### src/rtl/dbg_trig_pkg.sv
package dbg_trig_pkg;

  typedef enum logic [2:0] {
    SQ_IDLE  = 3'd0,
    SQ_ST1   = 3'd1,
    SQ_ST2   = 3'd2,
    SQ_ST3   = 3'd3,
    SQ_FINAL = 3'd4
  } sq_state_e;

  localparam int NUM_STAGES = 3;
  localparam int CODE_W     = 3;

  // Any code at or above the Final code lands in Final.
  function automatic sq_state_e decode_target(logic [CODE_W-1:0] code);
    if (code >= 3'd4) return SQ_FINAL;
    return sq_state_e'(code);
  endfunction

  // One sequencer step.
  function automatic sq_state_e seq_step(sq_state_e cur, logic armed,
                                         logic sel_hit,
                                         logic [CODE_W-1:0] code);
    if (!armed) return SQ_IDLE;
    case (cur)
      SQ_IDLE:  return SQ_ST1;
      SQ_FINAL: return SQ_FINAL;
      default:  return sel_hit ? decode_target(code) : cur;
    endcase
  endfunction

  // Stage index (0..2) for a stage state.
  function automatic int stage_index(sq_state_e cur);
    return int'(cur) - 1;
  endfunction

endpackage

### src/rtl/dbg_tag_unit.sv
module dbg_tag_unit #(
  parameter int NCMP = 4
) (
  input  logic            clk_i,
  input  logic            rst_ni,
  input  logic            arm_i,
  input  logic [NCMP-1:0] match_i,
  input  logic [NCMP-1:0] defer_i,
  input  logic            exec_i,
  input  logic            flush_i,
  output logic [NCMP-1:0] hit_o
);

  logic [NCMP-1:0] pend_q;

  for (genvar c = 0; c < NCMP; c++) begin : g_cmp
    logic forced_hit;
    logic deferred_hit;
    logic mark_new;
    logic mark_keep;

    assign forced_hit   = arm_i & match_i[c] & ~defer_i[c];
    assign deferred_hit = arm_i & defer_i[c] & pend_q[c] & exec_i;
    assign mark_new     = arm_i & match_i[c] & defer_i[c];
    assign mark_keep    = pend_q[c] & ~exec_i & ~flush_i;
    assign hit_o[c]     = forced_hit | deferred_hit;

    always_ff @(posedge clk_i or negedge rst_ni) begin
      if (!rst_ni)     pend_q[c] <= 1'b0;
      else if (!arm_i) pend_q[c] <= 1'b0;
      else             pend_q[c] <= mark_new | mark_keep;
    end

    AST_FLUSH_DROPS: assert property (@(posedge clk_i) disable iff (!rst_ni)
      (flush_i && !exec_i && !match_i[c]) |=> !pend_q[c]);
  end

  AST_DISARM_NO_HIT: assert property (@(posedge clk_i) disable iff (!rst_ni)
    !arm_i |-> (hit_o == '0));

endmodule

### src/rtl/dbg_seq.sv
module dbg_seq
  import dbg_trig_pkg::*;
#(
  parameter int NCMP = 4,
  parameter int CW   = $clog2(NCMP)
) (
  input  logic                         clk_i,
  input  logic                         rst_ni,
  input  logic                         arm_i,
  input  logic [NCMP-1:0]              hit_i,
  input  logic [NUM_STAGES*CW-1:0]     sel_i,
  input  logic [NUM_STAGES*CODE_W-1:0] next_i,
  output logic [2:0]                   state_o,
  output logic                         enter_final_o
);

  sq_state_e         state_q, state_d;
  logic [CW-1:0]     cur_sel;
  logic [CODE_W-1:0] cur_code;
  logic              sel_hit;

  always_comb begin
    cur_sel  = '0;
    cur_code = '0;
    if (state_q inside {SQ_ST1, SQ_ST2, SQ_ST3}) begin
      cur_sel  = sel_i[stage_index(state_q)*CW +: CW];
      cur_code = next_i[stage_index(state_q)*CODE_W +: CODE_W];
    end
  end

  assign sel_hit       = hit_i[cur_sel];
  assign state_d       = seq_step(state_q, arm_i, sel_hit, cur_code);
  assign enter_final_o = (state_d == SQ_FINAL) && (state_q != SQ_FINAL);
  assign state_o       = state_q;

  always_ff @(posedge clk_i or negedge rst_ni) begin
    if (!rst_ni) state_q <= SQ_IDLE;
    else         state_q <= state_d;
  end

  AST_DISARM_IDLE: assert property (@(posedge clk_i) disable iff (!rst_ni)
    !arm_i |=> (state_o == 3'd0));

  AST_FINAL_HOLDS: assert property (@(posedge clk_i) disable iff (!rst_ni)
    (state_o == 3'd4 && arm_i) |=> (state_o == 3'd4));

endmodule

### src/rtl/dbg_action.sv
module dbg_action #(
  parameter int NTAG = 2
) (
  input  logic            clk_i,
  input  logic            rst_ni,
  input  logic            arm_i,
  input  logic            secure_i,
  input  logic            enter_final_i,
  input  logic            fin_brk_en_i,
  input  logic            fin_trace_en_i,
  input  logic [NTAG-1:0] ext_tag_i,
  input  logic            cop_brk_i,
  input  logic            sw_trig_wr_i,
  output logic            brk_o,
  output logic            trace_start_o,
  output logic            trig_flag_o,
  output logic            sw_trig_o
);

  logic arm_q;
  logic rearm;
  logic bypass_ev;
  logic final_brk;
  logic final_trace;

  assign rearm       = arm_i & ~arm_q;
  assign bypass_ev   = arm_i & ((|ext_tag_i) | cop_brk_i | sw_trig_o);
  assign final_brk   = arm_i & enter_final_i & fin_brk_en_i;
  assign final_trace = arm_i & enter_final_i & fin_trace_en_i & ~secure_i;

  always_ff @(posedge clk_i or negedge rst_ni) begin
    if (!rst_ni) begin
      arm_q         <= 1'b0;
      brk_o         <= 1'b0;
      trace_start_o <= 1'b0;
      trig_flag_o   <= 1'b0;
      sw_trig_o     <= 1'b0;
    end else begin
      arm_q         <= arm_i;
      brk_o         <= final_brk | bypass_ev;
      trace_start_o <= final_trace;
      sw_trig_o     <= sw_trig_wr_i;
      if (rearm)                      trig_flag_o <= 1'b0;
      else if (arm_i && enter_final_i) trig_flag_o <= 1'b1;
    end
  end

  AST_SECURE_NO_TRACE: assert property (@(posedge clk_i) disable iff (!rst_ni)
    secure_i |=> !trace_start_o);

  AST_FINAL_BREAK: assert property (@(posedge clk_i) disable iff (!rst_ni)
    (arm_i && enter_final_i && fin_brk_en_i) |=> brk_o);

  AST_SWTRIG_BREAK: assert property (@(posedge clk_i) disable iff (!rst_ni)
    (sw_trig_o && arm_i) |=> brk_o);

  AST_FLAG_STICKY: assert property (@(posedge clk_i) disable iff (!rst_ni)
    (trig_flag_o && !rearm) |=> trig_flag_o);

endmodule

### src/rtl/dbg_trig_ctrl.sv
module dbg_trig_ctrl
  import dbg_trig_pkg::*;
#(
  parameter int NCMP = 4,
  parameter int NTAG = 2,
  localparam int CW  = $clog2(NCMP)
) (
  input  logic                         clk_i,
  input  logic                         rst_ni,
  input  logic                         arm_i,
  input  logic                         secure_i,
  input  logic [NCMP-1:0]              cmp_match_i,
  input  logic [NCMP-1:0]              cmp_defer_i,
  input  logic                         exec_i,
  input  logic                         flush_i,
  input  logic [NTAG-1:0]              ext_tag_i,
  input  logic                         cop_brk_i,
  input  logic                         sw_trig_wr_i,
  input  logic [NUM_STAGES*CW-1:0]     seq_sel_i,
  input  logic [NUM_STAGES*CODE_W-1:0] seq_next_i,
  input  logic                         fin_brk_en_i,
  input  logic                         fin_trace_en_i,
  output logic                         brk_o,
  output logic                         trace_start_o,
  output logic                         trig_flag_o,
  output logic                         sw_trig_o,
  output logic [2:0]                   seq_state_o
);

  logic [NCMP-1:0] hit_vec;
  logic            enter_final;

  dbg_tag_unit #(.NCMP(NCMP)) u_tag (
    .clk_i   (clk_i),
    .rst_ni  (rst_ni),
    .arm_i   (arm_i),
    .match_i (cmp_match_i),
    .defer_i (cmp_defer_i),
    .exec_i  (exec_i),
    .flush_i (flush_i),
    .hit_o   (hit_vec)
  );

  dbg_seq #(.NCMP(NCMP), .CW(CW)) u_seq (
    .clk_i         (clk_i),
    .rst_ni        (rst_ni),
    .arm_i         (arm_i),
    .hit_i         (hit_vec),
    .sel_i         (seq_sel_i),
    .next_i        (seq_next_i),
    .state_o       (seq_state_o),
    .enter_final_o (enter_final)
  );

  dbg_action #(.NTAG(NTAG)) u_act (
    .clk_i          (clk_i),
    .rst_ni         (rst_ni),
    .arm_i          (arm_i),
    .secure_i       (secure_i),
    .enter_final_i  (enter_final),
    .fin_brk_en_i   (fin_brk_en_i),
    .fin_trace_en_i (fin_trace_en_i),
    .ext_tag_i      (ext_tag_i),
    .cop_brk_i      (cop_brk_i),
    .sw_trig_wr_i   (sw_trig_wr_i),
    .brk_o          (brk_o),
    .trace_start_o  (trace_start_o),
    .trig_flag_o    (trig_flag_o),
    .sw_trig_o      (sw_trig_o)
  );

  AST_FORCED_MOVES: assert property (@(posedge clk_i) disable iff (!rst_ni)
    (arm_i && seq_state_o == 3'd1 && cmp_match_i[seq_sel_i[CW-1:0]]
     && !cmp_defer_i[seq_sel_i[CW-1:0]]
     && seq_next_i[CODE_W-1:0] == 3'd2) |=> (seq_state_o == 3'd2));

endmodule

### config.mk
export PLATFORM = sky130hd
export DESIGN_NAME = dbg_trig_ctrl
export DESIGN_NICKNAME = d
export VERILOG_FILES = /design/src/rtl/dbg_trig_pkg.sv /design/src/rtl/dbg_tag_unit.sv /design/src/rtl/dbg_seq.sv /design/src/rtl/dbg_action.sv /design/src/rtl/dbg_trig_ctrl.sv
export SDC_FILE = /design/constraint.sdc
export NUM_CORES = 1
export LEC_CHECK = 0
export ABC_CLOCK_PERIOD_IN_PS = 9300
export CAP_MARGIN = 10
export CORE_MARGIN = 2
export CORE_UTILIZATION = 45
export DETAILED_ROUTE_END_ITERATION = 10
export HOLD_SLACK_MARGIN = 0.06
export PLACE_DENSITY = 0.77
export SETUP_SLACK_MARGIN = 0.3
export SLEW_MARGIN = 20
export SYNTH_ARGS = -nofsm -noshare
export SYNTH_HDL_FRONTEND = slang
export SYNTH_SLANG_ARGS = --single-unit
### constraint.sdc
create_clock -name clk_i -period 9.3 [get_ports clk_i]
set_input_delay 2.79 -clock clk_i [delete_from_list [all_inputs] [get_ports clk_i]]
set_output_delay 2.79 -clock clk_i [all_outputs]
set_load 0.03 [all_outputs]
==> impl_metrics.toml, run 1 <==
[run_status]
status = "finished clean"

[routing]
viasPerCell = 6.16
dr_total_vias = 1385
drc = 0
drt_pass1_iterations = 4
routedWlPerCell_um = 16.2
drtAntennaViolNets = 0
routed_wl_mm = 3.64
drtIter0Drc = 69

[timing]
holdWs_ns = 0.526
slew_violations = 0
hold_viol = 0
setup-tns-final_ns = 0
min_period_ns = 5.03
rsz0062_at_grt = "false"
max_freq_mhz = 199
setup_ws_ns = 4.27
setup_viol = 0
clock_skew_ns = 0.000869
slew_headroom_pct = 48.7
worstMarginPinSlew_ns = 0.769
fin_crit_sh_pct = 54.1

[yosys]
syn-cell-area_mm2 = 0.00138
synthCells = 153
synth_top_family_by_area = "compound AO/OA/AOI/OAI gates"
ys_ff_latch = 12
dominantRegCellSynth = "dfrtp_1"
async_flop_share_pct = 100
avgSynthCellArea_um2 = 9.02
synth_seq_area_share_pct = 21.8
synth_fp_nets = 201
synth_compound_area_share_pct = 27.3
synth_top_area_share_pct = 21.8
synthMuxAreaShare_pct = 9.07
netlist_top_cells_count = "dfrtp_1, inv_1, nor2_1"
synth_area_leaders = "dfrtp_1, ha_1, nand3_1"
ys.warnings.count = 0
yosysUniqueCellTypes = 56
synth_edf_count = 0
synth-xor-area-share_pct = 1.90
synth_adder_area_share_pct = 12.9
yosysTopAreaCell = "dfrtp_1"
yosys.area_share.simple_pct = 21.1

[cells_and_area]
drive_gt1_share_pct = 10.4
regArea_um2 = 300
diodes = 0
multiInputGateArea_um2 = 997
nets = 242
fillers = 281
syn2layout_area_growth_pct = 31.6
final_util_pct = 61.0

[setup_path]
cp.arrival_ns = 5.17
path_class = "reg2reg"
critical_path.startpoint_type = "flip-flop"
cp.required_ns = 9.44
end_kind = "flip-flop"
path_max_fanout = 21

[cts]
insertion_delay_ns = 0.26
cts_buffer_depth = 2
cts_setup_buffers = 0
holdBufCountCts = 0
h-tree-depth = 1
cts_root_buf = "clkbuf_4"
post_cts_resized = 0
numClockSinks = 12
cts_tree = "done"
clkTransAtPathRegs_ns = 0.07
cts_buffers = 3

[floorplanning]
fp.dieArea_mm2 = 0.00353
rows = 20
die_w_um = 59.4
pin_count = 42
core_area_mm2 = 0.00298
dieHeight_um = 59.4
initial_core_util_pct = 46.3

[power]
power.density_mw_per_mm2 = 122
ir_drop_mv = 0.100
p_total_uw = 222
p_leak_nw = 0.708

[placement]
hpwl_mm = 2.98
dp_slack_ns = 4.09
gp_congestion = 0.926
port_buffers = 41

[global_routing]
track_usage_pct = 22.6
first_global_vias = 1434
antenna_found_initial = 0
grt_pass1_wl_mm = 6.20
overflow = 0
grt_start_max_net_pins = 22

[worst_hold_path]
hold_class = "reg2reg"

[job]
maxCapViolCount = 0
==> logic make-up after synthesis <==
kind of cell | Yosys count
xor+xnor | 3
flops | 12
fa+ha+maj | 13
buf+inv | 17
simple gates | 54
mux | 9
compound gates | 45
==> path summary, 6_finish.rpt <==
path,depth (start not counted),to,from,slack (ns)
worst min register to register,2,u_tag.pend_q[1]$_DFF_PN0_,u_tag.pend_q[1]$_DFF_PN0_,0.53
worst max-delay path,13,u_act.trig_flag_o$_DFFE_PN0P_,u_seq.state_o[0]$_DFF_PN0_,4.27
max in group asynchronous,1,u_tag.pend_q[0]$_DFF_PN0_,rst_ni,6.09
worst max register to register,13,u_act.trig_flag_o$_DFFE_PN0P_,u_seq.state_o[0]$_DFF_PN0_,4.27
min in group asynchronous,1,u_tag.pend_q[1]$_DFF_PN0_,rst_ni,2.87
worst min-delay path,2,u_tag.pend_q[1]$_DFF_PN0_,u_tag.pend_q[1]$_DFF_PN0_,0.53
==> layout make-up <==
class                   instances  area share (%)
clock buffers                   3            1.24
inverters                      12            2.48
multi-input cells             124            54.9
flip-flops and latches         12            16.5
well taps                      33            2.27
repair buffers                 41            22.6
==> critical path, cell delays in order (launching register included) <==
cell       delay [ns]
dfrtp_1          0.84
inv_1            0.35
ha_1             0.81
inv_1            0.24
ha_1             0.34
ha_1             0.25
fa_1             0.44
xnor2_1          0.22
nand3_1          0.10
nor3_1           0.24
a41oi_1          0.10
a2111oi_2        0.48
nor2_1           0.13
o41ai_1          0.36
==> through the flow <==
| step | std cells | area [um2] |
|---|---|---|
| floorplan | 153 | 1380 |
| global placement | 222 | 1790 |
| detailed placement | 222 | 1790 |
| CTS | 225 | 1820 |
| global route | 225 | 1820 |
| finish | 225 | 1820 |
==> sequential cells by signal (all words and copies together), names as in the netlist <==
name,count
u_act.arm_q,1
u_act.brk_o,1
u_act.sw_trig_o,1
u_act.trace_start_o,1
u_act.trig_flag_o,1
u_seq.state_o,3
u_tag.pend_q,4
==> per-layer routing <==
layer	routed length (um)	track usage (%)	vias up
li1	-	-	674
met4	32	7.47	0
met2	1860	39.6	59
met1	1550	27.9	648
met5	0	0	-
met3	202	3.71	4
==> placed cells by master (no fill, tap or decap), types with 2 or more instances in the layout <==
cell	synthesis	final
a22oi_1	5	5
mux2i_1	2	2
mux4_2	2	2
o21ai_0	5	5
fa_1	2	2
nor3_1	3	3
or4_1	2	2
clkbuf_4	0	3
nand3_1	10	10
nor2_1	12	12
a2111oi_2	2	2
clkdlybuf4s50_1	0	41
a41oi_1	3	3
a21oi_1	2	2
dfrtp_1	12	12
mux2_2	4	4
inv_1	12	12
o41ai_1	2	2
a311oi_1	2	2
ha_1	11	11
xor2_1	2	2
nand2b_1	2	2
a31oi_1	2	2
nor2b_1	4	4
nand4_1	3	3
a32oi_1	3	3
o21a_1	2	2
o221ai_1	2	2
nand2_1	8	8
o21ai_2	2	2
==> power breakdown <==
part           leakage [nW]  switching (mW)  internal (mW)
Combinational         0.538          0.0718         0.0609
Sequential            0.157         0.00543         0.0543
Clock                0.0138          0.0146         0.0149
No activity file was read; power rests on OpenSTA's default activity.
==> run 2, diff against run 1 <==
Settings changed: ABC_CLOCK_PERIOD_IN_PS 9300 to 4200, CORE_UTILIZATION 45 to 43.
Clock period 9.3 ns to 4.2 ns, I/O delays scaled along.
==> run 2 against run 1 <==
Die area rose by 4.3%. Wire length rose by 9.2%. Non-clock buffer count rose by 4. Worst hold slack improved by 0.0073 ns. Register-to-register slack got worse by 3.8 ns. Fmax rose by 36%. Sequential power rose by 110%. Core utilization rose by 2.6 points. Sequential share of layout area fell by 0.94 points. First-iteration DRC count rose by 29%. Total power rose by 140%. Largest power group unchanged.
==> impl_metrics.toml, run 2 (same netlist as run 1, synthesis figures left out) <==
[run_status]
status = "finished clean"

[routing]
drc = 0
routedWlPerCell_um = 16.5
drt_pass1_iterations = 4
dr_total_vias = 1451
drtAntennaViolNets = 0
viasPerCell = 6.02
routed_wl_mm = 3.98
drtIter0Drc = 89

[cells_and_area]
fillers = 262
nets = 246
diodes = 0
final_util_pct = 63.6
mostFrequentLayoutCells = "clkdlybuf4s50_1, nor2_1, inv_1"
final_common_cell = "clkdlybuf4s50_1"
top_register = "u_tag.pend_q"
largest_reg_flops = 4
syn2layout_area_growth_pct = 40.7
drive_gt1_share_pct = 17.8

[floorplanning]
pin_count = 42
initial_core_util_pct = 45.2
fp.dieArea_mm2 = 0.00368
core_area_mm2 = 0.00305
dieHeight_um = 60.7
rows = 20
die_w_um = 60.7

[placement]
hpwl_mm = 3.06
port_buffers = 41
gp_congestion = 0.888

[timing]
fin_crit_sh_pct = 88.0
setup_viol = 0
worstMarginPinSlew_ns = 0.542
clock_skew_ns = 0.00916
max_freq_mhz = 271
hold_viol = 0
rsz0062_at_grt = "false"
min_period_ns = 3.70
slew_headroom_pct = 63.9
slew_violations = 0
setup-tns-final_ns = 0

[cts]
cts_buffers = 3
numClockSinks = 12
cts_tree = "done"
clkTransAtPathRegs_ns = 0.06
cts_root_buf = "clkbuf_4"
cts_buffer_depth = 2
h-tree-depth = 1
holdBufCountCts = 0
insertion_delay_ns = 0.27

[setup_path]
end_kind = "flip-flop"
path_max_fanout = 7
cp.arrival_ns = 3.82
critical_path.startpoint_type = "flip-flop"
path_class = "reg2reg"
cp.required_ns = 4.32

[global_routing]
first_global_vias = 1399
grt_start_max_net_pins = 21
track_usage_pct = 21.7
antenna_found_initial = 0
grt_pass1_wl_mm = 6.01
overflow = 0

[power]
p_leak_nw = 0.737
power.density_mw_per_mm2 = 278
ir_drop_mv = 0.154

[job]
maxCapViolCount = 0

[worst_hold_path]
hold_class = "reg2reg"
run 2: worst paths after layout:
kind	startpoint	endpoint	slack, ns	depth (start not counted)
max	u_seq.state_o[1]$_DFF_PN0_	u_act.brk_o$_DFF_PN0_	0.50	14
max in group asynchronous	rst_ni	u_seq.state_o[1]$_DFF_PN0_	2.48	1
min	u_act.sw_trig_o$_DFF_PN0_	u_act.brk_o$_DFF_PN0_	0.53	2
min in group asynchronous	rst_ni	u_tag.pend_q[3]$_DFF_PN0_	1.33	1
max reg2reg	u_seq.state_o[1]$_DFF_PN0_	u_act.brk_o$_DFF_PN0_	0.50	14
min reg2reg	u_act.sw_trig_o$_DFF_PN0_	u_act.brk_o$_DFF_PN0_	0.53	2
run 2: worst max-delay path, cell delays in order, from the launching register on:
cell and delay [ns]:
dfrtp_2 0.45, inv_1 0.14, ha_2 0.23, ha_1 0.25, inv_1 0.11, ha_1 0.25, ha_1 0.25, fa_2 0.41
xnor2_1 0.17, nand3_1 0.13, nor3_2 0.05, a41o_1 0.23, or4_1 0.54, o21ai_2 0.23, o31ai_1 0.11
run 2: layout make-up:
class	count	area, um2	area share (%)
repair buffers	45	440	22.7
clock buffers	4	26.3	1.35
inverters	12	45.0	2.32
flip-flops and latches	12	303	15.6
multi-input cells	124	1070	55.2
well taps	44	55.1	2.84
run 2: routing by layer:
metal | global-route usage, % | wire [um] | up-vias
met4 | 12.4 | 110 | 0
met2 | 37.3 | 2020 | 73
met1 | 26.2 | 1640 | 684
met3 | 2.13 | 208 | 10
li1 | - | - | 684
met5 | 0 | 0 | -
run 2: metrics by stage:
step	hold slack, ns	instances	power, mW	setup WS [ns]	area [um2]
after detailed placement	0.499	235	0.434	0.351	1830
after floorplan	0.464	153	0.349	0.304	1400
after global placement	0.479	235	0.426	0.463	1830
after global routing	0.557	241	0.576	0.312	1940
after CTS	0.536	239	0.509	0.324	1860
final	0.533	241	0.539	0.503	1940
run 2: report_power, final:
part	switching [mW]	internal, mW
Sequential	0.00316	0.121
Clock	0.0353	0.0367
Combinational	0.190	0.153
run 2: what timing repair did:
action                                  in CTS  in global routing
setup buffers                                0                  2
gates resized for setup                      0                 10
endpoints found under the setup margin       0                  6
==> run 3, diff against run 2 <==
Settings changed: HOLD_SLACK_MARGIN 0.06 to not set, PLACE_DENSITY 0.77 to 0.84.
==> run 3 against run 2 <==
Clock power grew 1%. Core utilization is 1.5 points higher. Design area rose by 2.4%. Sequential share of layout area fell by 0.30 points. Combinational power is 7.3% higher.
==> impl_metrics.toml, run 3 (same netlist as run 1, synthesis figures left out) <==
[run_status]
status = "finished clean"

[power]
p_switching_uw = 240
power.density_mw_per_mm2 = 285
ir_drop_mv = 0.216
clkPwrFrac_pct = 12.9
p_int_uw = 325
power_frac_seq_pct = 22.0
p_leak_nw = 0.757
p_total_uw = 566
p_sw_share_pct = 42.5
comb_power_share_pct = 65.1

[setup_path]
r2r_slack_ns = 0.45
critical_path.startpoint_type = "flip-flop"
path_class = "reg2reg"
ff2ff_path_depth = 15
crit_start = "u_seq.state_o[1]$_DFF_PN0_"
r2r-start = "u_seq.state_o[1]$_DFF_PN0_"
end_kind = "flip-flop"
path_max_fanout = 6
critPathCapture = "u_act.trig_flag_o$_DFFE_PN0P_"
cp.arrival_ns = 3.89
cp.required_ns = 4.34
rr_endpoint = "u_act.trig_flag_o$_DFFE_PN0P_"

[floorplanning]
dieHeight_um = 60.7
initial_core_util_pct = 45.2
fp.dieArea_mm2 = 0.00368
die_w_um = 60.7
pin_count = 42
core_area_mm2 = 0.00305
rows = 20

[cts]
cts_root_buf = "clkbuf_4"
h-tree-depth = 1
numClockSinks = 12
clkTransAtPathRegs_ns = 0.07
cts_buffer_depth = 2
cts_buffers = 3
cts_tree = "done"
insertion_delay_ns = 0.27

[timing]
max_freq_mhz = 267
fin_crit_sh_pct = 89.3
setup_viol = 0
clock_skew_ns = 0.00713
worstMarginPinSlew_ns = 0.528
min_period_ns = 3.75
slew_headroom_pct = 64.7
slew_violations = 0
rsz0062_at_grt = "false"
hold_viol = 0
setup-tns-final_ns = 0

[routing]
drc = 0
viasPerCell = 6.19
drt_pass1_iterations = 4
drtIter0Drc = 83
routedWlPerCell_um = 17.9
routed_wl_mm = 4.40
drtAntennaViolNets = 0
dr_total_vias = 1517

[cells_and_area]
regArea_um2 = 304
largest_reg_flops = 4
fillers = 260
nets = 250
mostFrequentLayoutCells = "clkdlybuf4s50_1, nor2_1, inv_1, nand3_1"
syn2layout_area_growth_pct = 44.1
multiInputGateArea_mm2 = 0.00108
drive_gt1_share_pct = 20.9
diodes = 0
stdcell_count = 245
top_register = "u_tag.pend_q"
final_area_mm2 = 0.00199
final_common_cell = "clkdlybuf4s50_1"
final_util_pct = 65.1

[global_routing]
overflow = 0
first_global_vias = 1538
grt_pass1_wl_mm = 6.80
track_usage_pct = 24.1
grt_start_max_net_pins = 21
antenna_found_initial = 0

[placement]
gp_congestion = 0.885
port_buffers = 41
hpwl_mm = 3.27
dp.cells = 235
place_area_mm2 = 0.00183

[job]
maxCapViolCount = 0

[worst_hold_path]
hold_class = "reg2reg"
## run 3: worst min-delay path by stage
stage	from	to	slack [ns]	cells past startpoint
2_1_floorplan	u_act.arm_q$_DFF_PN0_	u_act.trig_flag_o$_DFFE_PN0P_	0.46	2
3_3_place_gp	u_act.arm_q$_DFF_PN0_	u_act.trig_flag_o$_DFFE_PN0P_	0.47	2
3_5_place_dp	u_act.sw_trig_o$_DFF_PN0_	u_act.brk_o$_DFF_PN0_	0.49	2
4_1_cts	u_act.sw_trig_o$_DFF_PN0_	u_act.brk_o$_DFF_PN0_	0.53	2
5_1_grt	u_act.sw_trig_o$_DFF_PN0_	u_act.brk_o$_DFF_PN0_	0.56	2
6_report	u_act.sw_trig_o$_DFF_PN0_	u_act.brk_o$_DFF_PN0_	0.53	2
## run 3: cell type report
class / instances / area share (%)
Timing Repair Buffer: 49 / 23.7
Tap cell: 44 / 2.77
Clock buffer: 4 / 1.32
Multi-Input combinational cell: 124 / 54.6
Sequential cell: 12 / 15.3
Inverter: 12 / 2.39
## run 3: critical path, stage by stage (launching register included)
cell	delay, ns
dfrtp_2	0.44
inv_1	0.12
ha_2	0.22
ha_1	0.26
inv_2	0.11
ha_1	0.24
ha_1	0.25
fa_2	0.41
xor2_4	0.19
a311oi_2	0.06
nand4_1	0.20
buf_4	0.15
nand2_1	0.06
or4_1	0.53
o21ai_4	0.25
o41ai_2	0.11
## run 3: layer usage
metal	track usage (%)	routed length (um)	up-vias	part of all wire, %
li1	-	-	690	-
met1	27.6	1650	717	38
met2	44.1	2290	93	52
met3	2.13	270	17	6.1
met4	12.7	178	0	4.0
met5	0	0	-	0
## run 3: per-stage QoR
stage / worst slack, ns / hold WS (ns)
final: 0.449 / 0.534
after global routing: 0.255 / 0.560
after CTS: 0.340 / 0.530
after detailed placement: 0.251 / 0.489
after global placement: 0.459 / 0.473
after floorplan: 0.304 / 0.464
## run 3: what timing repair did
action,in CTS,in global routing
buffers inserted,0,6
gates resized for setup,1,13
hold buffers,0,0
pin swaps,0,2
hold endpoints to repair,0,0
endpoints found under the setup margin,3,3
## run 3: power groups by stage
stage	combinational, mW	sequential, mW	clock [mW]
floorplan	0.216	0.133	0
global route	0.396	0.125	0.0796
global placement	0.299	0.126	0
finish	0.368	0.125	0.0728
CTS	0.311	0.124	0.0749
detailed placement	0.309	0.126	0
